[config.mk]
export PLATFORM = sky130hd
export DESIGN_NAME = cpu_msg_mailbox
export DESIGN_NICKNAME = d
export VERILOG_FILES = /design/src/rtl/mbx_pkg.sv /design/src/rtl/mbx_decode.sv /design/src/rtl/mbx_slots.sv /design/src/rtl/mbx_store.sv /design/src/rtl/cpu_msg_mailbox.sv
export SDC_FILE = /design/constraint.sdc
export NUM_CORES = 1
export LEC_CHECK = 0
export BUFFER_PORTS_ARGS = -buffer_cell sky130_fd_sc_hd__buf_2
export CORE_ASPECT_RATIO = 1.4
export CORE_UTILIZATION = 49
export DETAILED_ROUTE_END_ITERATION = 7
export GPL_TIMING_DRIVEN = 0
export PLACE_DENSITY = 0.72
export SYNTH_ARGS = -nofsm -noshare
export SYNTH_HDL_FRONTEND = slang
export SYNTH_SLANG_ARGS = --single-unit
[constraint.sdc]
create_clock -name clk -period 9.64 [get_ports clk]
set_input_delay 1.446 -clock clk [delete_from_list [all_inputs] [get_ports clk]]
set_output_delay 1.446 -clock clk [all_outputs]
set_load 0.02 [all_outputs]
[src/rtl/mbx_pkg.sv]
package mbx_pkg;
  typedef enum logic [2:0] {
    K_NONE,
    K_D0,
    K_D1,
    K_STAT,
    K_VEC
  } acc_kind_e;

  localparam int BUSY_POS   = 5;            // busy bit in the status word
  localparam int STAT_W     = BUSY_POS + 1;
  localparam int STRIDE_LSB = 3;            // 8-byte stride per CPU
  localparam int PAGE_LSB   = 8;            // 256-byte pages
  localparam int PAGE_W     = 3;

  localparam logic [PAGE_W-1:0] PG_D0    = 3'd0;
  localparam logic [PAGE_W-1:0] PG_D1    = 3'd1;
  localparam logic [PAGE_W-1:0] PG_ST    = 3'd2;
  localparam logic [PAGE_W-1:0] PG_ALIAS = 3'd3;
  localparam logic [PAGE_W-1:0] PG_VEC   = 3'd4;
endpackage

[src/rtl/mbx_decode.sv]
module mbx_decode
  import mbx_pkg::*;
#(
  parameter int NUM_CPU = 6,
  parameter int CPU_W   = 3,
  parameter int ADDR_W  = 12
) (
  input  logic [ADDR_W-1:0] addr,
  input  logic [CPU_W-1:0]  req_cpu,
  output acc_kind_e         kind,
  output logic [CPU_W-1:0]  idx
);
  localparam int SLOT_W  = PAGE_LSB - STRIDE_LSB;
  localparam int TOP_LSB = PAGE_LSB + PAGE_W;

  logic [PAGE_W-1:0] page;
  logic [SLOT_W-1:0] slot;
  logic              aligned;
  logic              high_zero;
  logic              slot_ok;
  logic              self_ok;

  assign page    = addr[TOP_LSB-1:PAGE_LSB];
  assign slot    = addr[PAGE_LSB-1:STRIDE_LSB];
  assign aligned = (addr[STRIDE_LSB-1:0] == '0);
  assign slot_ok = (int'(slot) < NUM_CPU);
  assign self_ok = (int'(req_cpu) < NUM_CPU);

  generate
    if (ADDR_W > TOP_LSB) begin : g_hi
      assign high_zero = (addr[ADDR_W-1:TOP_LSB] == '0);
    end else begin : g_nohi
      assign high_zero = 1'b1;
    end
  endgenerate

  always_comb begin
    kind = K_NONE;
    idx  = slot[CPU_W-1:0];
    if (high_zero && aligned) begin
      case (page)
        PG_D0: if (slot_ok) kind = K_D0;
        PG_D1: if (slot_ok) kind = K_D1;
        PG_ST: if (slot_ok) kind = K_STAT;
        PG_ALIAS: begin
          idx = req_cpu;
          if (self_ok) begin
            if (slot == SLOT_W'(0))      kind = K_D0;
            else if (slot == SLOT_W'(1)) kind = K_D1;
            else if (slot == SLOT_W'(2)) kind = K_STAT;
          end
        end
        PG_VEC: if (slot == SLOT_W'(0)) kind = K_VEC;
        default: kind = K_NONE;
      endcase
    end
  end
endmodule

[src/rtl/mbx_slots.sv]
module mbx_slots
  import mbx_pkg::*;
#(
  parameter int NUM_CPU = 6,
  parameter int CPU_W   = 3,
  parameter int SRC_W   = 5,
  parameter int VEC_W   = 6
) (
  input  logic              clk,
  input  logic              rst,
  input  logic              msg_valid,
  input  logic [CPU_W-1:0]  msg_cpu,
  input  logic [SRC_W-1:0]  msg_src,
  output logic              msg_accept,
  output logic              msg_refuse,
  input  logic              sw_we,
  input  logic [CPU_W-1:0]  sw_idx,
  input  logic              sw_busy,
  input  logic              vec_we,
  input  logic [VEC_W-1:0]  vec_wdata,
  input  logic              stat_rd,
  input  logic [CPU_W-1:0]  stat_idx,
  output logic [STAT_W-1:0] stat_q,
  output logic [VEC_W-1:0]  vec_q,
  output logic              post_valid,
  output logic [CPU_W-1:0]  post_cpu,
  output logic [VEC_W-1:0]  post_vec
);
  localparam int PAD_N = 2 ** CPU_W;

  logic [PAD_N-1:0]  busy_pad;
  logic [STAT_W-1:0] stat_w [PAD_N];

  // Slots beyond NUM_CPU look permanently busy, so their messages are refused.
  generate
    for (genvar i = 0; i < PAD_N; i++) begin : g_slot
      if (i < NUM_CPU) begin : g_live
        logic             busy_q;
        logic [SRC_W-1:0] src_q;
        logic             acc_hit;
        logic             sw_hit;

        assign acc_hit = msg_accept && (msg_cpu == CPU_W'(i));
        assign sw_hit  = sw_we && (sw_idx == CPU_W'(i));

        always_ff @(posedge clk) begin
          if (rst) begin
            busy_q <= 1'b0;
            src_q  <= '0;
          end else if (acc_hit) begin
            busy_q <= 1'b1;
            src_q  <= msg_src;
          end else if (sw_hit) begin
            busy_q <= sw_busy;
          end
        end

        assign busy_pad[i] = busy_q;
        assign stat_w[i]   = STAT_W'(src_q) | (STAT_W'(busy_q) << BUSY_POS);
      end else begin : g_pad
        assign busy_pad[i] = 1'b1;
        assign stat_w[i]   = '0;
      end
    end
  endgenerate

  assign msg_accept = msg_valid && !rst && !busy_pad[msg_cpu];
  assign msg_refuse = msg_valid && !rst &&  busy_pad[msg_cpu];

  always_ff @(posedge clk) begin
    if (rst) begin
      vec_q <= '0;
    end else if (vec_we) begin
      vec_q <= vec_wdata;
    end
  end

  always_ff @(posedge clk) begin
    if (rst) begin
      stat_q <= '0;
    end else if (stat_rd) begin
      stat_q <= stat_w[stat_idx];
    end
  end

  always_ff @(posedge clk) begin
    if (rst) begin
      post_valid <= 1'b0;
      post_cpu   <= '0;
      post_vec   <= '0;
    end else begin
      post_valid <= msg_accept;
      if (msg_accept) begin
        post_cpu <= msg_cpu;
        post_vec <= vec_q;
      end
    end
  end
endmodule

[src/rtl/mbx_store.sv]
module mbx_store #(
  parameter int DEPTH  = 6,
  parameter int AW     = 3,
  parameter int DATA_W = 64
) (
  input  logic              clk,
  input  logic              we,
  input  logic [AW-1:0]     waddr,
  input  logic [DATA_W-1:0] wdata,
  input  logic              re,
  input  logic [AW-1:0]     raddr,
  output logic [DATA_W-1:0] rdata
);
  // Simple dual-port array, one write port and one registered read port.
  logic [DATA_W-1:0] mem [DEPTH];

  always_ff @(posedge clk) begin
    if (we) mem[waddr] <= wdata;
  end

  always_ff @(posedge clk) begin
    if (re) rdata <= mem[raddr];
  end
endmodule

[src/rtl/cpu_msg_mailbox.sv]
module cpu_msg_mailbox
  import mbx_pkg::*;
#(
  parameter int NUM_CPU = 6,
  parameter int SRC_W   = 5,
  parameter int DATA_W  = 64,
  parameter int VEC_W   = 6,
  parameter int ADDR_W  = 12,
  parameter int CPU_W   = (NUM_CPU > 1) ? $clog2(NUM_CPU) : 1
) (
  input  logic              clk,
  input  logic              rst,
  input  logic              msg_valid,
  input  logic [CPU_W-1:0]  msg_cpu,
  input  logic [SRC_W-1:0]  msg_src,
  input  logic [DATA_W-1:0] msg_data0,
  input  logic [DATA_W-1:0] msg_data1,
  output logic              msg_accept,
  output logic              msg_refuse,
  output logic              post_valid,
  output logic [CPU_W-1:0]  post_cpu,
  output logic [VEC_W-1:0]  post_vec,
  input  logic              reg_req,
  input  logic              reg_we,
  input  logic [CPU_W-1:0]  reg_cpu,
  input  logic [ADDR_W-1:0] reg_addr,
  input  logic [DATA_W-1:0] reg_wdata,
  output logic              rd_valid,
  output logic [DATA_W-1:0] rd_data
);
  localparam int NWORDS = 2;

  acc_kind_e         kind;
  logic [CPU_W-1:0]  idx;
  logic              rd_go;
  logic              wr_go;
  logic [STAT_W-1:0] stat_q;
  logic [VEC_W-1:0]  vec_q;
  logic [VEC_W-1:0]  vec_rd_q;
  acc_kind_e         kind_q;
  logic [DATA_W-1:0] word_in  [NWORDS];
  logic [DATA_W-1:0] word_out [NWORDS];
  acc_kind_e         word_kind [NWORDS];

  assign rd_go = reg_req && !reg_we;
  assign wr_go = reg_req &&  reg_we;

  mbx_decode #(
    .NUM_CPU(NUM_CPU), .CPU_W(CPU_W), .ADDR_W(ADDR_W)
  ) u_dec (
    .addr(reg_addr), .req_cpu(reg_cpu), .kind(kind), .idx(idx)
  );

  mbx_slots #(
    .NUM_CPU(NUM_CPU), .CPU_W(CPU_W), .SRC_W(SRC_W), .VEC_W(VEC_W)
  ) u_slots (
    .clk(clk), .rst(rst),
    .msg_valid(msg_valid), .msg_cpu(msg_cpu), .msg_src(msg_src),
    .msg_accept(msg_accept), .msg_refuse(msg_refuse),
    .sw_we(wr_go && kind == K_STAT), .sw_idx(idx),
    .sw_busy(reg_wdata[BUSY_POS]),
    .vec_we(wr_go && kind == K_VEC), .vec_wdata(reg_wdata[VEC_W-1:0]),
    .stat_rd(rd_go && kind == K_STAT), .stat_idx(idx), .stat_q(stat_q),
    .vec_q(vec_q),
    .post_valid(post_valid), .post_cpu(post_cpu), .post_vec(post_vec)
  );

  assign word_in[0]   = msg_data0;
  assign word_in[1]   = msg_data1;
  assign word_kind[0] = K_D0;
  assign word_kind[1] = K_D1;

  generate
    for (genvar w = 0; w < NWORDS; w++) begin : g_word
      mbx_store #(
        .DEPTH(NUM_CPU), .AW(CPU_W), .DATA_W(DATA_W)
      ) u_ram (
        .clk(clk),
        .we(msg_accept), .waddr(msg_cpu), .wdata(word_in[w]),
        .re(rd_go && kind == word_kind[w]), .raddr(idx),
        .rdata(word_out[w])
      );
    end
  endgenerate

  always_ff @(posedge clk) begin
    if (rst) begin
      rd_valid <= 1'b0;
      kind_q   <= K_NONE;
      vec_rd_q <= '0;
    end else begin
      rd_valid <= rd_go;
      if (rd_go) begin
        kind_q   <= kind;
        vec_rd_q <= vec_q;
      end
    end
  end

  always_comb begin
    case (kind_q)
      K_D0:    rd_data = word_out[0];
      K_D1:    rd_data = word_out[1];
      K_STAT:  rd_data = DATA_W'(stat_q);
      K_VEC:   rd_data = DATA_W'(vec_rd_q);
      default: rd_data = '0;
    endcase
  end
endmodule

==> out/metrics.csv, run 1 <==
metric,value,unit
Top Usage Layer GRT,met2,
core area,72800,um2
"Top cell by count, worst path",clkbuf_1,
Gate power share,4.6,%
CTS resizes,0,
"Seq/Total Area, Yosys",78.3,%
post-route cell area,41700,um2
Port Buffers,233,
Clock Path Buffers,3,
internal power,6.69,mW
Pre-antenna DRT Iters,6,
GR Util met3,5.01,%
DRT antenna net count,0,
Starting Density,49.6,%
synth warn,0,
Net Sw Frac,21.0,%
Mapped Area,36100,um2
Cell Pwr Density,203,nW/um2
area of the die,74700,um2
wire per inst,28.3,um
outcome,"finished, final reports clean",
peak supply drop,0.141,mV
detailed placement HPWL,60700,um
CTS tree,built,
data arrival time of the critical path,3760,ps
count of pins over their slew limit,0,
routed vias,22088,
initial antenna violation count,30,
Worst setup startpoint,kind_q[0],
Seq cells post-synth,964,
Post-synth top flop,edfxtp_1,
total power,8.46,mW
pin count of the biggest net entering global routing,105,
critical path class,register to output pin,
syn nets,2335,
global route overflow,0,
Reg2Reg Capture Point,g_word[0].u_ram.mem[0][29],
syn_area_per_cell,17.1,um2
vias per cell,6.33,
number of I/O pins,297,
unrepaired setup endpoints after global routing,no,
worst hold path cell count,2,
hold buffer count at CTS,0,
fin crit share,54.0,%
Pleak,13.9,nW
worst reg2reg path depth,5,
largest cells by area after synthesis,"edfxtp_1, a22oi_1, dfxtp_1",
Final #Nets,2675,
fraction of registers with async set/reset,0,%
post-synth top area share,74.6,%
Slew HR,21.2,%
clock slew at reported path FFs,60,ps
RePlAce Congestion,0.867,
worst clock skew,17.9,ps
number of flops mapped to enable cells by yosys,896,
Setup crit start kind,register,
"Req. time, crit path",8190,ps
area delta synth->final,15.5,%
f_max,0.192,GHz
slowest CP cell,clkbuf_1,
root buffer cell,clkbuf_16,
Yosys top cell by area,edfxtp_1,
latest clock arrival within the worst-skew pair,650,ps
DIE HEIGHT,323,um
row cnt,117,
Hold WC Path Type,register to register,
GRT met2 Usage,43.2,%
"critical path fanouts, max",10,
Sequential Power Share,54.7,%
Synth cell types,56,
H-tree lvl count,3,
initial DRC count,2649,
r2r startpoint,u_slots.g_slot[3].g_live.busy_q,
Worst Setup EP,rd_data[5],
Sw Pwr,1.78,mW
die width,231,um
Setup Buffers After CTS,0,
Post-Route WL,98800,um
drc violations,0,
slowest cell delay on critical path,910,ps
layout cells sized above 1,18.2,%
Clk pwr share,40.7,%
worst path cell trace,clkbuf_1 > nor3b_2 > clkbuf_1 > a221o_1 > buf_2,
area of placed instances,38800,um2
number of CTS-inserted buffers,86,
grt met1 use,32.5,%
first-pass GRT wire length,142000,um
gr usage total,26.0,%
Slew @ Worst Pin,1180,ps
clock sinks,964,
Cells after Synth,2115,
R2R Setup Slk,6460,ps
final hold vios,0,
Tmin final,5200,ps
# setup viols final,0,
CP Capture Type,output pin,
vias in the first global route,22170,
Max-Cap Viols,0,
critical path: cells and delay by family (launching register included):
kind            cells  cell delay [ps]
compound gates      1              400
flops               1              310
simple gates        1              890
buf+inv             3             1480
synthesized netlist by cell type (all sizes together), types with 2 or more instances:
| cell | number |
|---|---|
| a31o | 5 |
| a211oi | 134 |
| nand2 | 24 |
| a22oi | 259 |
| mux2i | 41 |
| edfxtp | 896 |
| nand4b | 2 |
| buf | 42 |
| nor2 | 51 |
| and3b | 3 |
| dfxtp | 68 |
| nor3 | 4 |
| a31oi | 132 |
| a21bo | 2 |
| o21ai | 11 |
| a22o | 62 |
| a41oi | 4 |
| nor3b | 3 |
| mux4 | 11 |
| or4 | 2 |
| a221o | 4 |
| mux2 | 16 |
| and3 | 130 |
| nor2b | 12 |
| nand3 | 5 |
| clkbuf | 129 |
| a21oi | 15 |
| inv | 13 |
| a222oi | 5 |
| nor4 | 4 |
| a2bb2oi | 2 |
| nand3b | 4 |
| nand2b | 3 |
stage by stage:
step                      util (%)  hold slack (ps)  setup WS (ps)  setup TNS, ps  std cells
final                         57.3              464           4440              0       3490
after global routing          57.3              504           4440              0       3484
after CTS                     57.2              468           4500              0       3474
after detailed placement      53.4              456           4350              0       3319
after global placement        52.8              452          -5270        -336440       3300
after floorplan                  -              436            477              0       2115
worst min path at each step:
stage	start	end	slack, ps
after floorplan	vec_rd_q[1]	vec_rd_q[1]	440
after global placement	u_slots.post_cpu[2]	u_slots.post_cpu[2]	450
after detailed placement	vec_rd_q[0]	vec_rd_q[0]	460
after CTS	u_slots.post_cpu[2]	u_slots.post_cpu[2]	470
after global routing	vec_rd_q[3]	vec_rd_q[3]	500
final	u_slots.post_cpu[2]	u_slots.post_cpu[2]	460
power by group through the flow:
stage | Sequential [mW] | Combinational [mW] | Clock [mW]
global route | 4.63 | 0.413 | 3.63
floorplan | 4.72 | 0.194 | 0
detailed placement | 4.72 | 0.382 | 0
CTS | 4.63 | 0.384 | 3.47
global placement | 4.72 | 0.363 | 0
finish | 4.63 | 0.387 | 3.45
metal layers:
layer / vias to the layer above / routed length [um]
met2: 1133 / 49600
met5: - / 180
li1: 9444 / -
met3: 243 / 7320
met4: 28 / 4340
met1: 11240 / 37400
registers in the layout (all words and copies together) (netlist names):
name,cells
kind_q,3
u_slots.g_slot.g_live.src_q,30
u_slots.post_valid,1
u_slots.post_vec,6
u_slots.post_cpu,3
rd_valid,1
vec_rd_q,6
g_word.u_ram.mem,768
u_slots.g_slot.g_live.busy_q,6
u_slots.stat_q,6
g_word.u_ram.rdata,128
u_slots.vec_q,6
logic make-up after synthesis:
logic type,synth area share (%)
AOI/OAI and AO/OA,13.1
buffers and inverters,2.22
xor gates and xnor gates,0.0243
muxes,2.32
DFF,78.3
and+or+nand+nor,3.97
layout by cell type (no fill, tap or decap), drive strengths merged, types with 38 or more instances in the layout:
master and count:
nor2 51, a31oi 132, and3 130, buf 294
mux2i 41, a22oi 259, a22o 62, clkbuf 234
edfxtp 896, a211oi 134, dfxtp 68, clkinv 38
cell type report:
cell class | count | area [um2]
well taps | 952 | 1190
flip-flops and latches | 964 | 28300
clock buffers | 105 | 2350
clock inverters | 50 | 474
fillers | 5463 | 31100
diodes | 16 | 40.0
multi-input cells | 967 | 7040
inverters | 13 | 63.8
plain buffers | 171 | 792
repair buffers | 252 | 1460
No activity file was read; power rests on OpenSTA's default activity.
==> run 2: changes to the inputs <==
- clock period: 9.64 -> 4.44 ns (I/O delays scaled with it)
==> run 2 against run 1 <==
Register-to-register slack worse by 5300 ps. Sequential cell count stayed put. Cell area hardly changed. Clock-buffer cell count stayed put. Core utilization hardly changed. Critical path type unchanged.
==> out/metrics.csv, run 2 (same netlist as run 1, synthesis figures left out) <==
metric,value,unit,change
outcome,"finished, final reports clean",,
Reg area,28300,um2,unchanged
CTS tree,built,,
Tmin final,4360,ps,
critical path's top delay family,buffers and inverters,,
Pre-antenna DRT Iters,6,,unchanged
CTS resizes,0,,unchanged
final core utilization,57.3,%,about the same
Multi-input gate area,7050,um2,+0.12%
Post-Route WL,99200,um,+0.49%
critical path class,register to output pin,,
worst path cell trace,clkbuf_1 > nor3b_2 > clkbuf_1 > a221o_1 > buf_2,,
vias per cell,6.29,,-0.65%
Pleak,13.8,nW,-0.30%
Net Sw Frac,21.1,%,+0.12 points
DRT antenna net count,0,,unchanged
Starting Density,49.6,%,unchanged
max reg flops,768,,unchanged
H-tree lvl count,3,,unchanged
"Req. time, crit path",3770,ps,-4420 ps
latest clock arrival within the worst-skew pair,650,ps,about the same
fill count,5389,,-1.4%
Port Buffers,233,,unchanged
initial antenna violation count,32,,+6.7%
worst clock skew,17.7,ps,-0.129 ps
wire per inst,28.4,um,+0.40%
Cell Pwr Density,436,nW/um2,+110%
detailed placement HPWL,62200,um,+2.5%
root buffer cell,clkbuf_16,,
fin cells,3493,,+0.086%
Clock Path Buffers,3,,unchanged
peak supply drop,0.450,mV,+220%
"commonest cells after routing, fill and taps aside","edfxtp_1, a22oi_1, buf_2",,
Setup Buffers After CTS,0,,unchanged
Sw Pwr,3.83,mW,+120%
initial DRC count,2919,,+10%
drc violations,0,,unchanged
slowest CP cell,nor3b_2,,
global route overflow,0,,unchanged
CP Capture Type,output pin,,
total power,18.2,mW,+110%
slowest cell delay on critical path,900,ps,about the same
cell count after placement,3320,,+0.030%
gr usage total,26.2,%,+0.18 points
area of the die,74700,um2,unchanged
vias in the first global route,21773,,-1.8%
number of CTS-inserted buffers,87,,+1.2%
Final #Nets,2677,,+0.075%
Gate power share,4.6,%,about the same
Slew HR,21.2,%,+0.034 points
"commonest non-fill, non-tap cell in the layout",edfxtp_1,,
largest registers,"g_word.u_ram.mem: 768 flops, g_word.u_ram.rdata: 128 flops, u_slots.g_slot.g_live.src_q: 30 flops",,
worst hold slack,250,ps,-214 ps
number of I/O pins,297,,unchanged
DIE HEIGHT,323,um,unchanged
count of pins over their slew limit,0,,unchanged
Crit path buffers/inverters,3,,unchanged
internal power,14.3,mW,+110%
"Top cell by count, worst path",clkbuf_1,,
area delta synth->final,15.5,%,about the same
# setup viols final,0,,unchanged
core area,72800,um2,unchanged
die width,231,um,unchanged
RePlAce Congestion,0.855,,-1.4%
Hold WC Path Type,primary input to register,,
layout cells sized above 1,18.0,%,-0.20 points
fin crit share,98.1,%,
Slew @ Worst Pin,1180,ps,-0.504 ps
Setup crit start kind,register,,
first-pass GRT wire length,142000,um,about the same
row cnt,117,,unchanged
Max-Cap Viols,0,,unchanged
hold buffer count at CTS,0,,unchanged
f_max,0.230,GHz,
unrepaired setup endpoints after global routing,no,,
final hold vios,0,,unchanged
Sequential Power Share,55.4,%,+0.7 points
final worst slack,83.9,ps,-4350 ps
DP Worst Slack,-285,ps,-4630 ps
"critical path fanouts, max",10,,unchanged
clock slew at reported path FFs,70,ps,about the same
data arrival time of the critical path,3690,ps,-70 ps
pin count of the biggest net entering global routing,89,,-15%
clock sinks,964,,unchanged
Clk pwr share,40.0,%,-0.7 points
routed vias,21963,,-0.57%
Reg with most FFs,g_word.u_ram.mem,,
## run 2: power by group through the flow
stage	Clock (mW)	Combinational, mW	Sequential [mW]
CTS	7.31	0.834	10.1
floorplan	0	0.422	10.2
global placement	0	0.789	10.3
finish	7.26	0.842	10.1
global route	7.63	0.899	10.1
detailed placement	0	0.831	10.2
## run 2: final timing paths
path                              startpoint                    endpoint  slack, ps  cells past startpoint
max                                kind_q[0]                  rd_data[1]         80                      5
min reg2reg                      vec_rd_q[4]                 vec_rd_q[4]        480                      2
min                            msg_data0[62]  g_word[0].u_ram.mem[5][62]        250                      1
max reg2reg  u_slots.g_slot[5].g_live.busy_q  g_word[0].u_ram.mem[5][27]       1160                      8
## run 2: layout make-up
class	instances	area share [%]
buffer	171	1.90
multi-input combinational	967	16.9
tap	952	2.86
timing repair buffer	253	3.74
antenna	19	0.114
sequential	964	67.8
clock buffer	105	5.51
clock inverter	49	0.988
inverter	13	0.135
## run 2: through the flow
step / instance area, um2 / TNS (ps)
4_1_cts: 41600 / 0
2_1_floorplan: 36100 / 0
3_5_place_dp: 38900 / -591
3_3_place_gp: 38500 / -1352480
5_1_grt: 41700 / 0
6_report: 41700 / 0
## run 2: routing by layer
| layer | global-route usage, % | vias up | routed length [um] |
|---|---|---|---|
| li1 | - | 9443 | - |
| met1 | 32.4 | 11129 | 36500 |
| met2 | 44.0 | 1143 | 50400 |
| met3 | 5.36 | 222 | 8340 |
| met4 | 12.6 | 26 | 3870 |
| met5 | 0 | - | 161 |
